`config.mk`:
```
export PLATFORM = sky130hd
export DESIGN_NAME = jtag_tap_ctrl
export DESIGN_NICKNAME = d
export VERILOG_FILES = /design/src/rtl/jtag_tap_pkg.sv /design/src/rtl/tap_fsm.sv /design/src/rtl/tap_ir.sv /design/src/rtl/tap_dr_path.sv /design/src/rtl/jtag_tap_ctrl.sv
export SDC_FILE = /design/constraint.sdc
export NUM_CORES = 1
export LEC_CHECK = 0
export BUFFER_PORTS_ARGS = -buffer_cell sky130_fd_sc_hd__buf_2
export CAP_MARGIN = 20
export CORE_UTILIZATION = 25
export CTS_CLUSTER_DIAMETER = 120
export DETAILED_ROUTE_END_ITERATION = 12
export SLEW_MARGIN = 20
export SYNTH_ARGS = -nofsm -noshare
export SYNTH_HDL_FRONTEND = slang
export SYNTH_SLANG_ARGS = --single-unit
```
`constraint.sdc`:
```
create_clock -name tck_i -period 4.2 [get_ports tck_i]
set_clock_uncertainty 0.1 [all_clocks]
set_input_delay 0.84 -clock tck_i [delete_from_list [all_inputs] [get_ports tck_i]]
set_output_delay 0.84 -clock tck_i [all_outputs]
set_load 0.02 [all_outputs]
```
`src/rtl/jtag_tap_pkg.sv`:
```
package jtag_tap_pkg;

  typedef enum logic [3:0] {
    ST_RESET   = 4'd0,
    ST_IDLE    = 4'd1,
    ST_SEL_DR  = 4'd2,
    ST_CAP_DR  = 4'd3,
    ST_SHF_DR  = 4'd4,
    ST_EX1_DR  = 4'd5,
    ST_PAU_DR  = 4'd6,
    ST_EX2_DR  = 4'd7,
    ST_UPD_DR  = 4'd8,
    ST_SEL_IR  = 4'd9,
    ST_CAP_IR  = 4'd10,
    ST_SHF_IR  = 4'd11,
    ST_EX1_IR  = 4'd12,
    ST_PAU_IR  = 4'd13,
    ST_EX2_IR  = 4'd14,
    ST_UPD_IR  = 4'd15
  } tap_state_e;

  localparam int unsigned RESET_TMS_RUN = 5;

endpackage

```
`src/rtl/tap_fsm.sv`:
```
module tap_fsm
  import jtag_tap_pkg::*;
(
  input  logic       tck_i,
  input  logic       rst_ni,
  input  logic       tms_i,
  output tap_state_e state_o
);

  tap_state_e state_q, state_d;

  always_comb begin
    state_d = state_q;
    unique case (state_q)
      ST_RESET:  state_d = tms_i ? ST_RESET  : ST_IDLE;
      ST_IDLE:   state_d = tms_i ? ST_SEL_DR : ST_IDLE;
      ST_SEL_DR: state_d = tms_i ? ST_SEL_IR : ST_CAP_DR;
      ST_CAP_DR: state_d = tms_i ? ST_EX1_DR : ST_SHF_DR;
      ST_SHF_DR: state_d = tms_i ? ST_EX1_DR : ST_SHF_DR;
      ST_EX1_DR: state_d = tms_i ? ST_UPD_DR : ST_PAU_DR;
      ST_PAU_DR: state_d = tms_i ? ST_EX2_DR : ST_PAU_DR;
      ST_EX2_DR: state_d = tms_i ? ST_UPD_DR : ST_SHF_DR;
      ST_UPD_DR: state_d = tms_i ? ST_SEL_DR : ST_IDLE;
      ST_SEL_IR: state_d = tms_i ? ST_RESET  : ST_CAP_IR;
      ST_CAP_IR: state_d = tms_i ? ST_EX1_IR : ST_SHF_IR;
      ST_SHF_IR: state_d = tms_i ? ST_EX1_IR : ST_SHF_IR;
      ST_EX1_IR: state_d = tms_i ? ST_UPD_IR : ST_PAU_IR;
      ST_PAU_IR: state_d = tms_i ? ST_EX2_IR : ST_PAU_IR;
      ST_EX2_IR: state_d = tms_i ? ST_UPD_IR : ST_SHF_IR;
      ST_UPD_IR: state_d = tms_i ? ST_SEL_DR : ST_IDLE;
      default:   state_d = ST_RESET;
    endcase
  end

  always_ff @(posedge tck_i or negedge rst_ni) begin
    if (!rst_ni) state_q <= ST_RESET;
    else         state_q <= state_d;
  end

  assign state_o = state_q;

  // run-length of tms high, for the reset-reach check
  logic [2:0] ones_q;
  always_ff @(posedge tck_i or negedge rst_ni) begin
    if (!rst_ni)                          ones_q <= '0;
    else if (!tms_i)                      ones_q <= '0;
    else if (ones_q != 3'(RESET_TMS_RUN)) ones_q <= ones_q + 3'd1;
  end

  AST_FIVE_ONES_RESET: assert property (@(posedge tck_i) disable iff (!rst_ni)
    (ones_q == 3'(RESET_TMS_RUN)) |-> (state_q == ST_RESET));

  AST_SHIFT_DR_ENTRY: assert property (@(posedge tck_i) disable iff (!rst_ni)
    (state_q == ST_SHF_DR && !$past(state_q == ST_SHF_DR)) |->
      ($past(state_q == ST_CAP_DR) || $past(state_q == ST_EX2_DR)));

endmodule

```
`src/rtl/tap_ir.sv`:
```
module tap_ir
  import jtag_tap_pkg::*;
#(
  parameter int unsigned       IR_LEN = 25,
  parameter logic [IR_LEN-1:0] IR_RST = '0
) (
  input  logic              tck_i,
  input  logic              rst_ni,
  input  logic              tdi_i,
  input  tap_state_e        state_i,
  output logic              ir_lsb_o,
  output logic [IR_LEN-1:0] ctrl_o
);

  localparam logic [IR_LEN-1:0] CAP_PAT = {{(IR_LEN-2){1'b0}}, 2'b01};

  logic [IR_LEN-1:0] sr_q;
  logic [IR_LEN-1:0] shadow_q;

  always_ff @(posedge tck_i or negedge rst_ni) begin
    if (!rst_ni) begin
      sr_q <= CAP_PAT;
    end else begin
      case (state_i)
        ST_CAP_IR: sr_q <= CAP_PAT;
        ST_SHF_IR: sr_q <= {tdi_i, sr_q[IR_LEN-1:1]};
        default:   sr_q <= sr_q;
      endcase
    end
  end

  // committed copy; shifting never disturbs it
  always_ff @(posedge tck_i or negedge rst_ni) begin
    if (!rst_ni)                    shadow_q <= IR_RST;
    else if (state_i == ST_RESET)   shadow_q <= IR_RST;
    else if (state_i == ST_UPD_IR)  shadow_q <= sr_q;
  end

  assign ir_lsb_o = sr_q[0];
  assign ctrl_o   = shadow_q;

  AST_CAPTURE_PATTERN: assert property (@(posedge tck_i) disable iff (!rst_ni)
    (state_i == ST_CAP_IR) |=> (sr_q == CAP_PAT));

  AST_SHIFT_KEEPS_CTRL: assert property (@(posedge tck_i) disable iff (!rst_ni)
    (state_i == ST_SHF_IR) |=> $stable(ctrl_o));

  AST_RESET_STATE_CLEARS: assert property (@(posedge tck_i) disable iff (!rst_ni)
    (state_i == ST_RESET) |=> (ctrl_o == IR_RST));

  AST_SHIFT_IN_MSB: assert property (@(posedge tck_i) disable iff (!rst_ni)
    (state_i == ST_SHF_IR) |=> (sr_q[IR_LEN-1] == $past(tdi_i)));

endmodule

```
`src/rtl/tap_dr_path.sv`:
```
module tap_dr_path
  import jtag_tap_pkg::*;
(
  input  logic       tck_i,
  input  logic       rst_ni,
  input  logic       tdi_i,
  input  tap_state_e state_i,
  input  logic       ext_sel_i,
  input  logic       dr_tdo_i,
  input  logic       ir_lsb_i,
  output logic       tdo_o,
  output logic       tdo_en_o,
  output logic       dr_capture_o,
  output logic       dr_shift_o,
  output logic       dr_update_o
);

  logic byp_q;
  logic tdo_q, tdo_en_q;
  logic shf_ir, shf_dr;

  assign shf_ir = (state_i == ST_SHF_IR);
  assign shf_dr = (state_i == ST_SHF_DR);

  always_ff @(posedge tck_i or negedge rst_ni) begin
    if (!rst_ni)                   byp_q <= 1'b0;
    else if (state_i == ST_CAP_DR) byp_q <= 1'b0;
    else if (shf_dr)               byp_q <= tdi_i;
  end

  // output retimed to the falling edge
  always_ff @(negedge tck_i or negedge rst_ni) begin
    if (!rst_ni) begin
      tdo_q    <= 1'b0;
      tdo_en_q <= 1'b0;
    end else begin
      tdo_en_q <= shf_ir | shf_dr;
      if (shf_ir)      tdo_q <= ir_lsb_i;
      else if (shf_dr) tdo_q <= ext_sel_i ? dr_tdo_i : byp_q;
      else             tdo_q <= 1'b0;
    end
  end

  assign tdo_o        = tdo_q;
  assign tdo_en_o     = tdo_en_q;
  assign dr_capture_o = ext_sel_i && (state_i == ST_CAP_DR);
  assign dr_shift_o   = ext_sel_i && shf_dr;
  assign dr_update_o  = ext_sel_i && (state_i == ST_UPD_DR);

  AST_BYPASS_CAPTURE: assert property (@(posedge tck_i) disable iff (!rst_ni)
    (state_i == ST_CAP_DR) |=> (byp_q == 1'b0));

  AST_TDO_EN_SHIFT_ONLY: assert property (@(posedge tck_i) disable iff (!rst_ni)
    tdo_en_o |-> (shf_ir || shf_dr));

  AST_TDO_QUIET: assert property (@(posedge tck_i) disable iff (!rst_ni)
    !tdo_en_o |-> !tdo_o);

endmodule

```
`src/rtl/jtag_tap_ctrl.sv`:
```
module jtag_tap_ctrl
  import jtag_tap_pkg::*;
#(
  parameter int unsigned       IR_LEN  = 25,
  parameter int unsigned       SEL_BIT = IR_LEN - 1,
  parameter logic [IR_LEN-1:0] IR_RST  = '0
) (
  input  logic              tck_i,
  input  logic              rst_ni,
  input  logic              trst_ni,
  input  logic              tms_i,
  input  logic              tdi_i,
  input  logic              dr_tdo_i,
  output logic              tdo_o,
  output logic              tdo_en_o,
  output logic [IR_LEN-1:0] ctrl_o,
  output logic [3:0]        state_o,
  output logic              dr_capture_o,
  output logic              dr_shift_o,
  output logic              dr_update_o
);

  // test reset acts only while system reset is held
  logic       tap_rst_n;
  tap_state_e state;
  logic       ir_lsb;

  assign tap_rst_n = rst_ni | trst_ni;

  tap_fsm u_fsm (
    .tck_i  (tck_i),
    .rst_ni (tap_rst_n),
    .tms_i  (tms_i),
    .state_o(state)
  );

  tap_ir #(
    .IR_LEN(IR_LEN),
    .IR_RST(IR_RST)
  ) u_ir (
    .tck_i   (tck_i),
    .rst_ni  (tap_rst_n),
    .tdi_i   (tdi_i),
    .state_i (state),
    .ir_lsb_o(ir_lsb),
    .ctrl_o  (ctrl_o)
  );

  tap_dr_path u_dr (
    .tck_i       (tck_i),
    .rst_ni      (tap_rst_n),
    .tdi_i       (tdi_i),
    .state_i     (state),
    .ext_sel_i   (ctrl_o[SEL_BIT]),
    .dr_tdo_i    (dr_tdo_i),
    .ir_lsb_i    (ir_lsb),
    .tdo_o       (tdo_o),
    .tdo_en_o    (tdo_en_o),
    .dr_capture_o(dr_capture_o),
    .dr_shift_o  (dr_shift_o),
    .dr_update_o (dr_update_o)
  );

  assign state_o = state;

  AST_CTRL_ONLY_AT_UPDATE: assert property (@(posedge tck_i) disable iff (!tap_rst_n)
    !$stable(ctrl_o) |-> ($past(state) == ST_UPD_IR || $past(state) == ST_RESET));

endmodule

```
=== After elaboration in Yosys (flattened, before gate mapping) ===
Index checks and enable logic that the tools add are counted.

* Reduce and logical (&&, ||, !) cells: 10
* Divide/modulo/power cells: 0
* Magnitude comparators: 0
* Equality and inequality tests: 15
* Shift-type cells: 0
* Add/subtract/negate cells: 0
* Bitwise gates (word level): 2
* Multiply operators: 0
* Multiplexer cells: 21

{| class="wikitable"
|+ Operators by type and width
! cell !! number
|-
| $mux W25 || 2
|-
| $pmux W25 S2 || 1
|-
| $pmux W4 S12 || 1
|-
| $eq A4 B4 Y1 const B || 8
|-
| $eq A4 B3 Y1 const B || 4
|-
| $mux W4 || 4
|-
| $eq A4 B2 Y1 const B || 2
|-
| $mux W1 || 8
|-
| $mux W2 || 3
|-
| $mux W3 || 2
|-
| $reduce_bool A2 Y1 || 3
|-
| $eq A4 B1 Y1 const B || 1
|-
| $logic_not A4 Y1 || 1
|-
| $reduce_or A2 Y1 || 2
|-
| $logic_and A1 B1 Y1 || 3
|-
| $reduce_or A3 Y1 || 1
|-
| $or A1 B1 Y1 || 2
|}

* Input port bits: 6
* Memories kept: 0
* Output and inout bits: 34
* Bits in latches: 0
* Register bits: 57
* ROM bits: 0
* Bits in writable memories: 0

=== Longest topological paths before layout ===
* Depth in word-level cells: 3
* Gate-level depth with buffers: 5
* Gate-level depth less buffers: 3

=== Cells and area by module ===
Synthesis repeated with hierarchy kept, for this count alone.

* Cell total of the unflattened synthesis: 290
* Area total of the unflattened synthesis: 3119.2 um^2

{| class="wikitable"
|+ By module, submodules not included
! module !! area an instance (um^2) !! instances !! cells an instance !! sequential area each (um^2)
|-
| tap_ir || 2615.0 || 1 || 229 || 1252.5
|-
| tap_fsm || 315.3 || 1 || 40 || 100.1
|-
| tap_dr_path || 182.7 || 1 || 20 || 75.1
|-
| jtag_tap_ctrl || 6.3 || 1 || 1 || 0.0
|}

==> impl_results.md <==
- Outcome: complete, no violations
- Post-synth top flop: dfrtp_1
- Min-delay worst type: register to register
- Largest net degree at the start of global routing: 56
- Yosys Warn Count: 0
- Clock Tree Root: clkbuf_8
- Syn avg cell area: ~14 um2
- CTS tree: yes
- Pint: ~0.001 W
- Count of final hold-check violations: 0
- Mapped cell area: about 2300 um2
- Die width: a little under 100 um
- DP HPWL: between 2000 and 3000 um
- CTS Hold Bufs: 0
- First-pass DRT Iterations: 4
- Number of flops mapped to enable cells by yosys: 0
- Worst slack, placed: roughly 0.64 ns
- RR Startpoint: u_fsm.state_o[1]
- Post-synth cell types: 37
- Leak: 1.37 nW
- Slew Viols, Final: 0
- Power share of the sequential group: a little under half
- Sequential cell area fraction in the yosys report: between 60% and 70%
- R2R Path End: u_dr.tdo_o
- Comb pwr share: between 20% and 30%
- Die area: roughly 9500 um2
- R2R setup slack: slightly below 0.7 ns
- Critical path type: register to primary output
- Layout cells sized above 1: 28.7%
- Final non-filler cell total: 317
- Hold Slack: roughly 0.39 ns
- GRT overflow: 0
- Pwr dens: 560 nW/um2
- Crit path launch type: register
- Final nets: 210
- WL/cell: between 10 and 15 um
- Synth-to-Final Area Change: 18.3%
- Worst Slack Setup Final: around 0.31 ns
- DRC Markers: 0
- Final Setup Violations: 0
- GRT Overall Usage: 10.6%
- Post-route ant nets: 0
- Ant diodes: 0
- Routed vias/inst: ~4.7
- Global-route wire length before repair: around 8000 um
- Post-Syn Instances: approximately 170
- DIE HEIGHT: between 90 and 100 um
- Max_slew headroom: approximately 46%
- # placed instances: approximately 300
- Filler Cell Count: slightly below 900
- Final estimated routing congestion in global placement: 0.747
- # resized after CTS: 0
- Crit end category: primary output
- Hold_sp: u_ir.sr_q[0]
- Max rail drop VDD: between 0.0002 and 0.00025 V
- Number of synthesized register bits: 57
- Buf+Inv Stages, Crit Path: 1
- Vias in the first global route: 1,486
- Worst-path clk slew: approximately 0.06 ns
- Worst-Margin Slew: roughly 0.82 ns
- Crit path cell chain: buf_2
- Ys async rst share: between 90% and 100%
- Skew-Pair Late Insertion Delay: between 0.3 and 0.4 ns
- Initial antenna violation count: 0
- Total routed wirelength: roughly 4600 um
- Clk network pwr share: around a third
- Clock buffer depth: 2
- # rows: 34
- TritonCTS Buffers: 9
- Psw: just under 0.0005 W
- Crit path largest cell delay: about 0.38 ns
- Core Area: 8760 um2
- Vias: 1,492
- Worst EP required: 3.26 ns
- Arrival time worst endpoint: between 2 and 3 ns
- Hold Path Stages: 2
- CTS HTree Levels: 3
- Crit path max-delay family: flip-flops
- R2R depth: 2
- RSZ-0062 raised after global routing: no
- Port bufs: 39
- Syn_nets: 174
- Min-Delay Endpoint: u_ir.sr_q[0]
- Sink Count: 57
- MaxCap Viol Count: 0
- TNS Setup: 0 ns
- Slowest CP cell: dfrtn_1
- DRT iter0 DRCs: 31
- Worst-path fanout max: 1
- Post-CTS setup buffers: 0
- Initial core utilization: 26.0%
- Io pins: 40
- Sw frac: between 30% and 40%
state kept, by name, indices dropped and copies added (netlist names):
name,flops
u_fsm.state_o,4
u_dr.tdo_en_o,1
u_dr.byp_q,1
u_ir.ctrl_o,25
u_dr.tdo_o,1
u_ir.sr_q,25
synth_stat cells (2+ instances only):
master    instances  share of area (%)
dfrtp_1          54                 59
a22o_1           49                 19
buf_2             6                1.3
buf_6             6                3.0
nor3_1            4               0.88
a21oi_1           3               0.66
clkbuf_1          3               0.49
nor2_1            3               0.49
nor3b_1           3               0.99
and3_1            2               0.55
and4_1            2               0.77
dfrtn_1           2                2.2
inv_1             2               0.33
nand2_1           2               0.33
nand3_1           2               0.44
nand3b_1          2               0.66
nor2b_1           2               0.55
o22ai_1           2               0.55
how the worst max path moves through the flow:
| stage | start | to | depth (start not counted) |
|---|---|---|---|
| 3_3_place_gp | u_dr.tdo_en_o | tdo_en_o | 1 |
| 5_1_grt | u_dr.tdo_en_o | tdo_en_o | 1 |
| 3_5_place_dp | u_dr.tdo_en_o | tdo_en_o | 1 |
| 2_1_floorplan | rst_ni | u_dr.tdo_en_o | 1 |
| 4_1_cts | u_dr.tdo_en_o | tdo_en_o | 1 |
| 6_report | u_dr.tdo_en_o | tdo_en_o | 1 |
per-layer routing:
metal	global-route usage [%]	vias to the layer above	wire length (um)
li1	-	714	-
met2	14.1	29	2000
met4	6.45	0	97
met5	0	-	0
met3	3.67	8	232
met1	14.5	741	2250
final cells by class:
cell class              count  area, um2  area share (%)
repair buffers             41        210            7.78
multi-input cells          93        731            27.1
clock inverters             3       40.0            1.48
clock buffers              13        149            5.51
well taps                 108        135            5.00
flip-flops and latches     57       1430            52.9
inverters                   2       7.51           0.278
cell families (layout without fill, tap and decap cells):
kind of cell	count (synthesis)	count (layout)	synth area share (%)
compound gates	64	64	23.9
xor+xnor	1	1	0.384
buf+inv	18	59	5.43
flops	57	57	62.6
mux	1	1	0.439
simple gates	27	27	7.29
metrics by stage:
step           cell area (um2)  utilization [%]  power, W
2_1_floorplan             2280                -  0.000979
3_3_place_gp              2510             28.7   0.00102
3_5_place_dp              2510             28.7   0.00103
4_1_cts                   2700             30.8   0.00153
5_1_grt                   2700             30.8   0.00160
6_report                  2700             30.8   0.00151
cell usage in the layout (no fill, tap or decap), types with 2 or more instances in the layout:
cell type / netlist / layout
nor3_1: 4 / 4
dfrtn_1: 2 / 2
a21oi_1: 3 / 3
a22o_1: 49 / 49
inv_1: 2 / 2
buf_2: 6 / 39
o22ai_1: 2 / 2
buf_4: 1 / 2
dfrtp_1: 54 / 54
nor2_1: 3 / 3
nor2b_1: 2 / 2
nand3b_1: 2 / 2
nor3b_1: 3 / 3
nand3_1: 2 / 2
and4_1: 2 / 2
clkbuf_8: 0 / 10
clkbuf_1: 3 / 3
and3_1: 2 / 2
clkinv_2: 0 / 2
nand2_1: 2 / 2
power groups by stage:
stage	registers (W)	logic, W	clock network [W]
after detailed placement	0.000700	0.000330	0
after floorplan	0.000689	0.000290	0
after global routing	0.000705	0.000363	0.000536
final	0.000691	0.000326	0.000495
after CTS	0.000690	0.000332	0.000509
after global placement	0.000696	0.000325	0
No activity file was read; power rests on OpenSTA's default activity.
